[src/rtl/tmr_pkg.sv]
package tmr_pkg;
  localparam int ADDR_W = 2;
  localparam logic [ADDR_W-1:0] A_CTRL = 2'd0;
  localparam logic [ADDR_W-1:0] A_MOD  = 2'd1;
  localparam logic [ADDR_W-1:0] A_CNT  = 2'd2;
  localparam int B_MODE = 0;
  localparam int B_IE   = 1;
  localparam int B_FLAG = 2;
endpackage

[src/rtl/tmr_counter.sv]
module tmr_counter #(
  parameter int W = 16
) (
  input  logic         clk_i,
  input  logic         rst_ni,
  input  logic         tick_i,
  input  logic         updown_i,
  input  logic [W-1:0] mod_i,
  output logic [W-1:0] cnt_o,
  output logic         ovf_o
);
  localparam logic [W-1:0] ONE = W'(1);
  localparam logic [W-1:0] ALL = '1;

  logic [W-1:0] cnt_q, cnt_d, top;
  logic         down_q, down_d, ovf;

  assign top = (mod_i == '0) ? ALL : mod_i;

  always_comb begin
    cnt_d  = cnt_q;
    down_d = down_q;
    ovf    = 1'b0;
    if (!updown_i) begin
      down_d = 1'b0;
      if (tick_i) begin
        if (cnt_q >= top) begin
          cnt_d = '0;
          ovf   = 1'b1;
        end else begin
          cnt_d = cnt_q + ONE;
        end
      end
    end else if (tick_i) begin
      if (!down_q) begin
        if (cnt_q >= top) begin
          down_d = 1'b1;
          cnt_d  = cnt_q - ONE;
          ovf    = 1'b1;
        end else begin
          cnt_d = cnt_q + ONE;
        end
      end else if (cnt_q == '0) begin
        down_d = 1'b0;
        cnt_d  = ONE;
      end else begin
        cnt_d = cnt_q - ONE;
      end
    end
  end

  always_ff @(posedge clk_i or negedge rst_ni) begin
    if (!rst_ni) begin
      cnt_q  <= '0;
      down_q <= 1'b0;
    end else begin
      cnt_q  <= cnt_d;
      down_q <= down_d;
    end
  end

  assign cnt_o = cnt_q;
  assign ovf_o = ovf;


  cnt_hold_chk: assert property (@(posedge clk_i) disable iff (!rst_ni)
    !tick_i |=> $stable(cnt_o));

  up_wrap_chk: assert property (@(posedge clk_i) disable iff (!rst_ni)
    (tick_i && !updown_i && mod_i != '0 && cnt_o == mod_i) |=> (cnt_o == '0));

  turn_down_chk: assert property (@(posedge clk_i) disable iff (!rst_ni)
    (tick_i && updown_i && !down_q && cnt_o == top && cnt_o != '0) |=> (cnt_o == $past(cnt_o) - ONE));

  turn_up_chk: assert property (@(posedge clk_i) disable iff (!rst_ni)
    (tick_i && updown_i && down_q && cnt_o == '0) |=> (cnt_o == ONE && !down_q));
endmodule

[src/rtl/tmr_flag.sv]
module tmr_flag (
  input  logic clk_i,
  input  logic rst_ni,
  input  logic ovf_i,
  input  logic rd_ctrl_i,
  input  logic wr_ctrl_i,
  input  logic wr_flag_bit_i,
  output logic flag_o
);
  logic flag_q, armed_q;

  always_ff @(posedge clk_i or negedge rst_ni) begin
    if (!rst_ni) begin
      flag_q  <= 1'b0;
      armed_q <= 1'b0;
    end else begin
      if (ovf_i)
        flag_q <= 1'b1;
      else if (wr_ctrl_i && !wr_flag_bit_i && armed_q)
        flag_q <= 1'b0;

      // a new overflow or any control write ends the clear sequence
      if (ovf_i || wr_ctrl_i)
        armed_q <= 1'b0;
      else if (rd_ctrl_i && flag_q)
        armed_q <= 1'b1;
    end
  end

  assign flag_o = flag_q;


  ovf_set_chk: assert property (@(posedge clk_i) disable iff (!rst_ni)
    ovf_i |=> flag_o);

  flag_fall_chk: assert property (@(posedge clk_i) disable iff (!rst_ni)
    $fell(flag_o) |-> $past(wr_ctrl_i && !wr_flag_bit_i && !ovf_i));

  armed_src_chk: assert property (@(posedge clk_i) disable iff (!rst_ni)
    $rose(armed_q) |-> $past(rd_ctrl_i && flag_o));
endmodule

[src/rtl/tmr_regs.sv]
module tmr_regs
  import tmr_pkg::*;
#(
  parameter int W = 16
) (
  input  logic              clk_i,
  input  logic              rst_ni,
  input  logic [ADDR_W-1:0] addr_i,
  input  logic              rd_i,
  input  logic              wr_i,
  input  logic [W-1:0]      wdata_i,
  input  logic [W-1:0]      cnt_i,
  input  logic              flag_i,
  output logic              mode_o,
  output logic              ie_o,
  output logic [W-1:0]      mod_o,
  output logic              rd_ctrl_o,
  output logic              wr_ctrl_o,
  output logic [W-1:0]      rdata_o
);
  logic         mode_q, ie_q;
  logic [W-1:0] mod_q;

  assign wr_ctrl_o = wr_i && (addr_i == A_CTRL);
  assign rd_ctrl_o = rd_i && (addr_i == A_CTRL);

  always_ff @(posedge clk_i or negedge rst_ni) begin
    if (!rst_ni) begin
      mode_q <= 1'b0;
      ie_q   <= 1'b0;
      mod_q  <= '0;
    end else if (wr_i) begin
      if (addr_i == A_CTRL) begin
        mode_q <= wdata_i[B_MODE];
        ie_q   <= wdata_i[B_IE];
      end else if (addr_i == A_MOD) begin
        mod_q <= wdata_i;
      end
    end
  end

  always_comb begin
    rdata_o = '0;
    unique case (addr_i)
      A_CTRL: begin
        rdata_o[B_MODE] = mode_q;
        rdata_o[B_IE]   = ie_q;
        rdata_o[B_FLAG] = flag_i;
      end
      A_MOD:   rdata_o = mod_q;
      A_CNT:   rdata_o = cnt_i;
      default: rdata_o = '0;
    endcase
  end

  assign mode_o = mode_q;
  assign ie_o   = ie_q;
  assign mod_o  = mod_q;


  mod_write_chk: assert property (@(posedge clk_i) disable iff (!rst_ni)
    (wr_i && addr_i == A_MOD) |=> (mod_o == $past(wdata_i)));
endmodule

[src/rtl/mod_timer.sv]
module mod_timer
  import tmr_pkg::*;
#(
  parameter int W = 16
) (
  input  logic              clk_i,
  input  logic              rst_ni,
  input  logic              tick_i,
  input  logic [ADDR_W-1:0] addr_i,
  input  logic              rd_i,
  input  logic              wr_i,
  input  logic [W-1:0]      wdata_i,
  output logic [W-1:0]      rdata_o,
  output logic [W-1:0]      cnt_o,
  output logic              irq_o
);
  logic         mode, ie, flag, ovf, rd_ctrl, wr_ctrl;
  logic [W-1:0] modv, cnt;

  tmr_regs #(.W(W)) u_regs (
    .clk_i(clk_i), .rst_ni(rst_ni), .addr_i(addr_i), .rd_i(rd_i), .wr_i(wr_i),
    .wdata_i(wdata_i), .cnt_i(cnt), .flag_i(flag), .mode_o(mode), .ie_o(ie),
    .mod_o(modv), .rd_ctrl_o(rd_ctrl), .wr_ctrl_o(wr_ctrl), .rdata_o(rdata_o)
  );

  tmr_counter #(.W(W)) u_cnt (
    .clk_i(clk_i), .rst_ni(rst_ni), .tick_i(tick_i), .updown_i(mode),
    .mod_i(modv), .cnt_o(cnt), .ovf_o(ovf)
  );

  tmr_flag u_flag (
    .clk_i(clk_i), .rst_ni(rst_ni), .ovf_i(ovf), .rd_ctrl_i(rd_ctrl),
    .wr_ctrl_i(wr_ctrl), .wr_flag_bit_i(wdata_i[B_FLAG]), .flag_o(flag)
  );

  assign cnt_o = cnt;
  assign irq_o = flag & ie;


  irq_gate_chk: assert property (@(posedge clk_i) disable iff (!rst_ni)
    !ie |-> !irq_o);
endmodule

[config.mk]
export PLATFORM = sky130hd
export DESIGN_NAME = mod_timer
export DESIGN_NICKNAME = d
export VERILOG_FILES = /design/src/rtl/tmr_pkg.sv /design/src/rtl/tmr_counter.sv /design/src/rtl/tmr_flag.sv /design/src/rtl/tmr_regs.sv /design/src/rtl/mod_timer.sv
export SDC_FILE = /design/constraint.sdc
export NUM_CORES = 1
export LEC_CHECK = 0
export ABC_AREA = 1
export BUFFER_PORTS_ARGS = -buffer_cell sky130_fd_sc_hd__buf_2
export CAP_MARGIN = 20
export CORE_ASPECT_RATIO = 0.7
export CORE_MARGIN = 4
export CORE_UTILIZATION = 52
export CTS_BUF_LIST = sky130_fd_sc_hd__clkbuf_4 sky130_fd_sc_hd__clkbuf_8 sky130_fd_sc_hd__clkbuf_16
export DETAILED_ROUTE_END_ITERATION = 8
export GPL_TIMING_DRIVEN = 0
export PLACE_DENSITY = 0.76
export SLEW_MARGIN = 20
export SYNTH_ARGS = -nofsm -noshare
export SYNTH_HDL_FRONTEND = slang
export SYNTH_SLANG_ARGS = --single-unit
[constraint.sdc]
create_clock -name clk_i -period 2.37 [get_ports clk_i]
set_clock_uncertainty 0.1 [all_clocks]
set_input_delay 0.474 -clock clk_i [delete_from_list [all_inputs] [get_ports clk_i]]
set_output_delay 0.474 -clock clk_i [all_outputs]
set_load 0.1 [all_outputs]
==> results of run 1 <==
## metrics by stage
stage	TNS, ns	std cells	utilization [%]	power [mW]
finish	-6.852	667	73.69	5.411
global route	-9.530	667	73.69	5.731
CTS	-7.095	660	67.95	5.001
detailed placement	-11.93	637	62.64	4.350
global placement	-11.02	637	62.64	4.262
floorplan	-0.8225	505	-	3.680
## power by group through the flow
stage               clock [mW]  combinational, mW  sequential, mW
finish                   0.476               3.78            1.16
global route             0.506               4.04            1.19
CTS                      0.478               3.39            1.13
detailed placement           0               3.21            1.15
global placement             0               3.12            1.14
floorplan                    0               1.82            1.86
## state kept, by name, summed over array words and instances (netlist names)
register	cells
u_flag.flag_o	1
u_regs.mode_o	1
u_regs.ie_o	1
u_cnt.cnt_o	16
u_flag.armed_q	1
u_regs.mod_o	16
u_cnt.down_q	1
## critical path, stage by stage, from the launching register on
cell and delay [ns]:
dfrtp_1 0.40, inv_1 0.09, nand4_1 0.12, nor2_2 0.18, nand2_1 0.10, inv_2 0.13, buf_8 0.16, nor2_4 0.04
ha_4 0.24, a21oi_2 0.18, o21ai_2 0.11, nor2_4 0.22, nand2_4 0.11, nor2_4 0.18, buf_12 0.14, nand2_4 0.05
nand2_4 0.06, nor2_4 0.04, nor2_1 0.10
## repair_timing
| action | in CTS | in global routing |
|---|---|---|
| endpoints found under the setup margin | 35 | 30 |
| cloned | 1 | 0 |
| hold endpoints to repair | 0 | 0 |
| pin swaps | 33 | 39 |
| resized for setup | 39 | 68 |
| buffers inserted | 16 | 9 |
## worst paths after layout
| check | startpoint | endpoint | slack (ns) | cells after the start |
|---|---|---|---|---|
| max in group asynchronous | rst_ni | u_cnt.cnt_o[8] | 1.37 | 1 |
| setup / recovery | u_regs.mod_o[5] | u_cnt.cnt_o[4] | -0.45 | 18 |
| hold / removal | rst_ni | u_cnt.cnt_o[11] | 0.19 | 1 |
| min in group clk_i | wdata_i[11] | u_regs.mod_o[11] | 0.32 | 3 |
| hold reg to reg | u_flag.armed_q | u_flag.armed_q | 0.43 | 2 |
| setup reg to reg | u_regs.mod_o[5] | u_cnt.cnt_o[4] | -0.45 | 18 |
## cell type report
type	instances	area share, %
sequential	37	20.62
inverter	66	5.463
clock buffer	8	1.994
multi-input combinational	380	54.30
buffer	20	3.087
timing repair buffer	78	12.40
tap	78	2.131
## metal layers
layer,share of wire (%),track usage (%),vias to the layer above,wire [um]
met2,45,45.51,180,5082
met4,1.3,7.227,0,149
met3,9.0,6.427,21,1009
li1,-,-,1779,-
met1,45,37.20,1750,5012
met5,0,0,-,0
## cell families (layout without fill, tap and decap cells)
family          after synthesis  count (layout)
mux                           1               1
fa+ha+maj                    23              23
xor+xnor                     16              16
flops                        37              37
compound gates               60              60
simple gates                280             280
buf+inv                      88             172
## layout by cell type (no fill, tap or decap), types with 11 or more instances in the layout
cell     synthesis  final
nand2_1        130    121
nor2_1          77     63
inv_1           60     52
buf_2            6     47
buf_4            6     25
nand4_1         23     23
a21oi_1         43     22
dfrtp_1         37     22
xor2_1          16     16
buf_6            1     15
dfrtp_2          0     15
nand3_1         19     14
ha_1            23     14
a21oi_4          0     13
inv_2            5     12
nor2_2           3     12
nor2_4           6     11
==> summary.md, run 1 <==
| Metric | Value |
|---|---|
| Status | `finished, violations left` |
| Violated checks | `negative setup slack` |
| Core Area | `6216 um2` |
| Fraction of layout cells with a size suffix above 1 | `36.84%` |
| Fillers | `488` |
| Number of synthesis warnings | `0` |
| Starting density of the core | `53.60%` |
| Cell with the most instances after synthesis | `nand2_1` |
| Int Power | `2.192 mW` |
| Crit path kind | `reg2reg` |
| Logic pwr share | `69.8%` |
| Syn Area/Cell | `6.598 um2` |
| Die ar. | `7773 um2` |
| Min Clock Period, post-route | `2.825 ns` |
| Max cap viols | `0` |
| CTS buffer count | `5` |
| DRT iter0 DRCs | `325` |
| Die Height | `74.97 um` |
| Routed vias/inst | `5.592` |
| Startpoint type of the worst setup path | `register` |
| # rows | `24` |
| RSZ-0062 raised after global routing | `yes` |
| Area of the multi-input gates | `2487 um2` |
| Switching portion of total power | `59.49%` |
| Final hold vios | `0` |
| Crit-path max FO | `6` |
| GR Overflow Total | `0` |
| FMAX | `354.0 MHz` |
| NumNets Final | `634` |
| Synth Flop Type | `dfrtp_1` |
| Final wirelength | `11250 um` |
| Synth-to-Final Area Change | `37.48%` |
| Smallest hold slack | `0.1889 ns` |
| Placed cell area | `3894 um2` |
| Hold_buf cts | `0` |
| Clock net sink count | `37` |
| Register area share after synthesis | `27.79%` |
| Compound-gate portion of the synthesized area | `9.501%` |
| Final setup vio count | `19` |
| Post-synth EDFFs | `0` |
| # DRC | `0` |
| Worst slew pin tran | `0.8694 ns` |
| Synth top area share | `27.79%` |
| Hold WC Path Type | `in2async` |
| Final clock period utilization by the worst path | `119.2%` |
| First-pass GRT wire length | `17030 um` |
| Post-route cell area | `4581 um2` |
| Power per cell area | `1181 nW/um2` |
| WL per Instance | `16.87 um` |
| Post-Synth Adder-Cell Area | `8.637%` |
| CP Capture Type | `register` |
| Die span in x | `103.7 um` |
| Synthesized area | `3332 um2` |
| Reg clk slew, reported paths | `0.07 ns` |
| IR drop worst, VDD | `1170 uV` |
| Largest net degree at the start of global routing | `38` |
| Drt first pass iters | `5` |
| Max Transition Viols Final | `0` |
| Ys async rst share | `100.0%` |
| Final GP Congestion | `1.027` |
| Post-detail-place hpwl | `7960 um` |
| Main combinational cell family by area after synthesis | `simple AND/OR/NAND/NOR gates` |
| Leak pwr | `2.245 nW` |
| # diodes | `0` |
| DRT antenna net count | `0` |
| Xor/xnor share of the synthesized area | `4.206%` |
| Mux contribution to synthesized area | `0.3380%` |
| Slew HR | `42.04%` |
| Sequential share of power | `21.4%` |
| Register area | `944.7 um2` |
| Via count | `3730` |
| Clk root buf | `clkbuf_8` |
| Clk pwr share | `8.8%` |
| IO Port Bufs | `54` |
| # IOs | `56` |
| Post-Syn Nets | `551` |
| Skew-Pair Late Insertion Delay | `0.30 ns` |
| GRT Total Usage | `27.54%` |
| Cells after synthesis | `505` |
| Worst path required time | `2.50 ns` |
| CTS Buffer Depth | `2` |
| Initial antenna violation count | `0` |
| Final setup margin | `-0.4547 ns` |
| CTS tree | `done` |
| Simple-Gate Fraction of Synth Area | `38.49%` |
| H-tree levels | `2` |
| Vias in the first global route | `3462` |
| Commonest cells in the netlist | `nand2_1 (130), nor2_1 (77), inv_1 (60)` |
| Psw | `3.219 mW` |
| Cell variety after synth | `33` |
| DP Worst Slack | `-0.6115 ns` |
| Largest cells by area after synthesis | `dfrtp_1 (28%), nand2_1 (15%), nor2_1 (8.7%)` |
| WP data arrival | `2.95 ns` |
| Yosys top cell by area | `dfrtp_1` |
| Yosys reg bits | `37` |
No activity file was read; power rests on OpenSTA's default activity.
==> run 2, diff against run 1 <==
--- a/config.mk
+++ b/config.mk
@@ -8,13 +8,15 @@
 export ABC_AREA = 1
 export BUFFER_PORTS_ARGS = -buffer_cell sky130_fd_sc_hd__buf_2
 export CAP_MARGIN = 20
+export CELL_PAD_IN_SITES_DETAIL_PLACEMENT = 1
+export CELL_PAD_IN_SITES_GLOBAL_PLACEMENT = 2
 export CORE_ASPECT_RATIO = 0.7
 export CORE_MARGIN = 4
-export CORE_UTILIZATION = 52
+export CORE_UTILIZATION = 28
 export CTS_BUF_LIST = sky130_fd_sc_hd__clkbuf_4 sky130_fd_sc_hd__clkbuf_8 sky130_fd_sc_hd__clkbuf_16
 export DETAILED_ROUTE_END_ITERATION = 8
 export GPL_TIMING_DRIVEN = 0
-export PLACE_DENSITY = 0.76
+export PLACE_DENSITY = 0.75
 export SLEW_MARGIN = 20
 export SYNTH_ARGS = -nofsm -noshare
 export SYNTH_HDL_FRONTEND = slang
==> summary.md, run 2 (synthesis results as in run 1) <==
| Metric | Value |
|---|---|
| IR drop worst, VDD | `742.8 uV` |
| Register area | `943.4 um2` |
| Max Used Layer | `met4` |
| Worst r2r src | `u_regs.mod_o[9]` |
| Crit-path max FO | `8` |
| Met2 wire length | `5610 um` |
| # diodes | `0` |
| GRT Total Usage | `19.23%` |
| Area of the multi-input gates | `2412 um2` |
| M1 WL | `6775 um` |
| NumNets Final | `630` |
| Routed length on met3 | `620 um` |
| Clk root buf | `clkbuf_16` |
| Most frequent cells in the layout | `nand2_1 (123), nor2_1 (66), inv_1 (53)` |
| Worst slew pin tran | `0.9545 ns` |
| CP Capture Type | `register` |
| Drt first pass iters | `4` |
| Synth-to-Final Area Change | `40.14%` |
| Worst path required time | `2.45 ns` |
| Die ar. | `13740 um2` |
| Skew-Pair Late Insertion Delay | `0.29 ns` |
| Fillers | `1472` |
| R2R Path End | `u_cnt.cnt_o[3]` |
| Final hold vios | `0` |
| Status | `finished, violations left` |
| Initial antenna violation count | `0` |
| Leak pwr | `2.258 nW` |
| # DRC | `0` |
| Core Area | `11690 um2` |
| Die Height | `99.27 um` |
| Hold WC Path Type | `in2async` |
| DRT antenna net count | `0` |
| Via count | `3634` |
| CTS Buffer Depth | `2` |
| Routed vias/inst | `4.898` |
| Critical Path Max Stage Delay | `0.40 ns` |
| Placed cell area | `3993 um2` |
| H-tree levels | `2` |
| Commonest non-fill, non-tap cell in the layout | `nand2_1` |
| CTS buffer count | `5` |
| R2R cell count | `19` |
| Max cap viols | `0` |
| Die span in x | `138.4 um` |
| Slowest stage cell, crit path | `dfrtp_1` |
| Violated checks | `negative setup slack` |
| Worst-path cell chain | `inv_2, nand4_1, nor4_2, nand2_1, inv_2, buf_6, nor2_1, ha_1, nand4_1, a21oi_2, nor2_4, buf_12, nand2_8, nor2_4, buf_12, nand2_1, nand2_1, nor2_1, nor2_1` |
| Startpoint type of the worst setup path | `register` |
| DP Worst Slack | `-0.8330 ns` |
| Reg clk slew, reported paths | `0.06 ns` |
| Crit path kind | `reg2reg` |
| Power per cell area | `1186 nW/um2` |
| FMAX | `337.2 MHz` |
| Starting density of the core | `28.51%` |
| Clock net sink count | `37` |
| Post-detail-place hpwl | `10020 um` |
| Final clock period utilization by the worst path | `125.1%` |
| Post-route cell area | `4669 um2` |
| CTS tree | `done` |
| RSZ-0062 raised after global routing | `yes` |
| Final wirelength | `13130 um` |
| Vias in the first global route | `3798` |
| WL per Instance | `17.70 um` |
| Final GP Congestion | `0.8733` |
| Slew HR | `36.37%` |
| # IOs | `56` |
| IO Port Bufs | `54` |
| DRT iter0 DRCs | `146` |
| Final setup margin | `-0.5960 ns` |
| Min Clock Period, post-route | `2.966 ns` |
| First-pass GRT wire length | `20910 um` |
| Final setup vio count | `19` |
| WP data arrival | `3.05 ns` |
| Max Transition Viols Final | `0` |
| # rows | `33` |
| Fraction of layout cells with a size suffix above 1 | `34.02%` |
| Util after Layout | `39.96%` |
| GR Overflow Total | `0` |
| FF-to-FF setup slack | `-0.60 ns` |
| Largest net degree at the start of global routing | `38` |
[run 2: cell count changes in the layout (fill, tap and decap cells not counted), sizes merged]
cell,before,now
clkinv,1,2
clkbuf,15,14
buf,91,87
[run 2: worst max path at each step]
stage | start | end | slack [ns] | depth (start not counted)
floorplan | u_cnt.cnt_o[4] | rdata_o[4] | -0.10 | 3
global placement | u_regs.mod_o[15] | u_cnt.cnt_o[12] | -0.77 | 21
detailed placement | u_regs.mod_o[10] | u_cnt.cnt_o[12] | -0.83 | 21
CTS | u_regs.mod_o[10] | u_cnt.cnt_o[12] | -0.61 | 22
global route | u_regs.mod_o[9] | u_cnt.cnt_o[11] | -0.76 | 21
finish | u_regs.mod_o[9] | u_cnt.cnt_o[3] | -0.60 | 19
[run 2: final cells by class]
type                    count  share of cell area, %
multi-input cells         380                  51.66
flip-flops and latches     37                  20.20
repair buffers             74                  12.19
inverters                  66                  5.305
well taps                 157                  4.207
clock buffers               7                  3.269
plain buffers              20                  3.055
clock inverters             1                 0.1072
[run 2: metrics by stage]
step	setup TNS [ns]	power, mW	hold slack (ns)	cells
finish	-9.105	5.539	0.2338	742
global route	-12.44	5.923	0.3202	742
CTS	-10.48	5.392	0.2796	737
detailed placement	-18.90	4.441	0.4011	716
global placement	-16.38	4.370	0.4007	716
floorplan	-0.8225	3.680	0.07841	505
[run 2: layer usage]
metal	track usage, %	vias up
met4	3.872	0
met1	29.56	1779
met2	28.19	75
li1	-	1769
met5	0	-
met3	3.268	11
[run 2: worst max-delay path, delay by kind of cell (launching register included)]
family	cells	cell delay, ns
AND/OR/NAND/NOR	12	1.25
buffers and inverters	5	0.60
flip-flops	1	0.40
adder cells (fa/ha/maj)	1	0.29
AO/OA/AOI/OAI	1	0.21
[run 2: repair_timing]
item / CTS / global route
setup buffers: 14 / 7
resized for setup: 36 / 57
pin swaps: 15 / 34
endpoints found under the setup margin: 35 / 31
cloned: 1 / 0
hold buffers: 0 / 0
[run 2: power by group]
| group | internal (mW) | switching (mW) | total (mW) | leakage [nW] |
|---|---|---|---|---|
| clock network | 0.446 | 0.287 | 0.733 | 0.0799 |
| registers | 0.839 | 0.305 | 1.14 | 0.409 |
| logic | 1.03 | 2.64 | 3.66 | 1.77 |
==> run 3, diff against run 2 <==
--- a/config.mk
+++ b/config.mk
@@ -10,7 +10,7 @@
 export CAP_MARGIN = 20
 export CELL_PAD_IN_SITES_DETAIL_PLACEMENT = 1
 export CELL_PAD_IN_SITES_GLOBAL_PLACEMENT = 2
-export CORE_ASPECT_RATIO = 0.7
+export CORE_ASPECT_RATIO = 1.5
 export CORE_MARGIN = 4
 export CORE_UTILIZATION = 28
 export CTS_BUF_LIST = sky130_fd_sc_hd__clkbuf_4 sky130_fd_sc_hd__clkbuf_8 sky130_fd_sc_hd__clkbuf_16
==> summary.md, run 3 (synthesis results as in run 1) <==
| Metric | Value |
|---|---|
| Skew-Pair Late Insertion Delay | `0.29 ns` |
| Cell count after placement | `709` |
| Slowest stage cell, crit path | `dfrtp_1` |
| Worst slew pin tran | `0.8836 ns` |
| CTS tree | `done` |
| Hold_buf cts | `0` |
| Non-Filler Instances | `761` |
| IO Port Bufs | `54` |
| Final wirelength | `13820 um` |
| DRT iter0 DRCs | `92` |
| Power per cell area | `1163 nW/um2` |
| Startpoint type of the worst setup path | `register` |
| Grt peak-use layer | `met2` |
| First-pass GRT wire length | `21480 um` |
| Routed vias/inst | `4.904` |
| Post-route cell area | `5034 um2` |
| Crit path kind | `reg2reg` |
| Post-detail-place hpwl | `9850 um` |
| Min Clock Period, post-route | `2.843 ns` |
| Met1 Usage GRT | `20.38%` |
| Largest net degree at the start of global routing | `38` |
| Initial antenna violation count | `0` |
| Drt first pass iters | `4` |
| # IOs | `56` |
| TNS Setup | `-7.748 ns` |
| Clock net sink count | `37` |
| CTS buffer count | `5` |
| Max Transition Viols Final | `0` |
| WL per Instance | `18.16 um` |
| Violated checks | `negative setup slack` |
| Final hold vios | `0` |
| Die span in x | `97.07 um` |
| WP data arrival | `2.92 ns` |
| Clk root buf | `clkbuf_16` |
| IR drop worst, VDD | `532.0 uV` |
| Final setup vio count | `19` |
| Leak pwr | `2.406 nW` |
| Most frequent CP cell | `nand2_4` |
| DRT antenna net count | `0` |
| Commonest non-fill, non-tap cell in the layout | `nand2_1` |
| Final GP Congestion | `0.8719` |
| GR Layer Usage met2 | `40.50%` |
| Synth-to-Final Area Change | `51.07%` |
| Final clock period utilization by the worst path | `120.0%` |
| Worst path required time | `2.44 ns` |
| # rows | `48` |
| # diodes | `0` |
| RSZ-0062 raised after global routing | `yes` |
| Critical Path Max Stage Delay | `0.50 ns` |
| Fraction of layout cells with a size suffix above 1 | `40.92%` |
| CTS Buffer Depth | `2` |
| GR Overflow Total | `0` |
| Die ar. | `13750 um2` |
| Worst-path cell chain | `nor4_4, nand2_1, inv_2, buf_8, buf_12, nor2_4, ha_4, nand4_1, nor2_2, nand2_4, nand2_4, nor2_4, buf_6, nand2_4, nand2_2, nor2_2, nor2_1` |
| Reg clk slew, reported paths | `0.06 ns` |
| Placed cell area | `3984 um2` |
| Fillers | `1446` |
| Vias in the first global route | `4028` |
| Crit-path max FO | `4` |
| Most frequent cells in the layout | `nand2_1 (116), nor2_1 (61), inv_1 (51)` |
| Core Area | `11590 um2` |
| Met3 Use GR | `2.312%` |
| Via count | `3732` |
| CP Capture Type | `register` |
| Final setup margin | `-0.4734 ns` |
| NumNets Final | `656` |
| # DRC | `0` |
| Status | `finished, violations left` |
| H-tree levels | `2` |
| Max cap viols | `0` |
| FMAX | `351.7 MHz` |
| Hold WC Path Type | `in2async` |
| GRT Total Usage | `19.94%` |
| Starting density of the core | `28.75%` |
| Die Height | `141.6 um` |
| Slew HR | `41.10%` |
| Total design power | `5.852 mW` |
## run 3: what timing repair did
| item | in CTS | in global routing |
|---|---|---|
| endpoints found under the setup margin | 34 | 33 |
| gates resized for setup | 90 | 46 |
| hold endpoints to repair | 0 | 0 |
| buffers inserted | 36 | 14 |
| pin swaps | 44 | 38 |
| cloned | 1 | 0 |
## run 3: area by class of cell
type	count	area, um2	area share, %
Tap cell	150	187.7	3.729
Multi-Input combinational cell	380	2575	51.16
Inverter	66	252.7	5.021
Buffer	20	141.4	2.809
Timing Repair Buffer	100	788.3	15.66
Clock buffer	6	132.6	2.635
Clock inverter	2	10.01	0.1989
Sequential cell	37	945.9	18.79
## run 3: where the power goes
| group | internal, mW | switching (mW) |
|---|---|---|
| Combinational | 1.24 | 2.76 |
| Sequential | 0.840 | 0.361 |
| Clock | 0.398 | 0.262 |
## run 3: final timing paths
| check | from | slack [ns] | end | cells past startpoint |
|---|---|---|---|---|
| min reg2reg | u_flag.armed_q | 0.43 | u_flag.armed_q | 2 |
| min | rst_ni | 0.20 | u_flag.armed_q | 1 |
| max reg2reg | u_regs.mod_o[2] | -0.47 | u_cnt.cnt_o[14] | 17 |
| max in group asynchronous | rst_ni | 1.35 | u_regs.mod_o[13] | 1 |
| min in group clk_i | wdata_i[13] | 0.34 | u_regs.mod_o[13] | 3 |
| max | u_regs.mod_o[2] | -0.47 | u_cnt.cnt_o[14] | 17 |
## run 3: per-stage QoR
stage	utilization [%]	setup slack, ns	hold WS (ns)
finish	43.43	-0.4734	0.2025
global route	43.43	-0.6465	0.2685
CTS	41.13	-0.4060	0.2384
detailed placement	34.37	-0.7424	0.4148
global placement	34.37	-0.7364	0.4007
floorplan	-	-0.1014	0.07841
## run 3: layer usage
metal | up-vias | share of wire [%]
met3 | 30 | 2.5
met2 | 63 | 56
met5 | - | 0
met4 | 0 | 3.9
li1 | 1816 | -
met1 | 1823 | 37
## run 3: worst max-delay path: cells and delay by family (launching register included)
kind | cells | cell delay (ns)
and+or+nand+nor | 12 | 1.33
adders and majority gates | 1 | 0.27
buffers and inverters | 4 | 0.51
DFF | 1 | 0.50
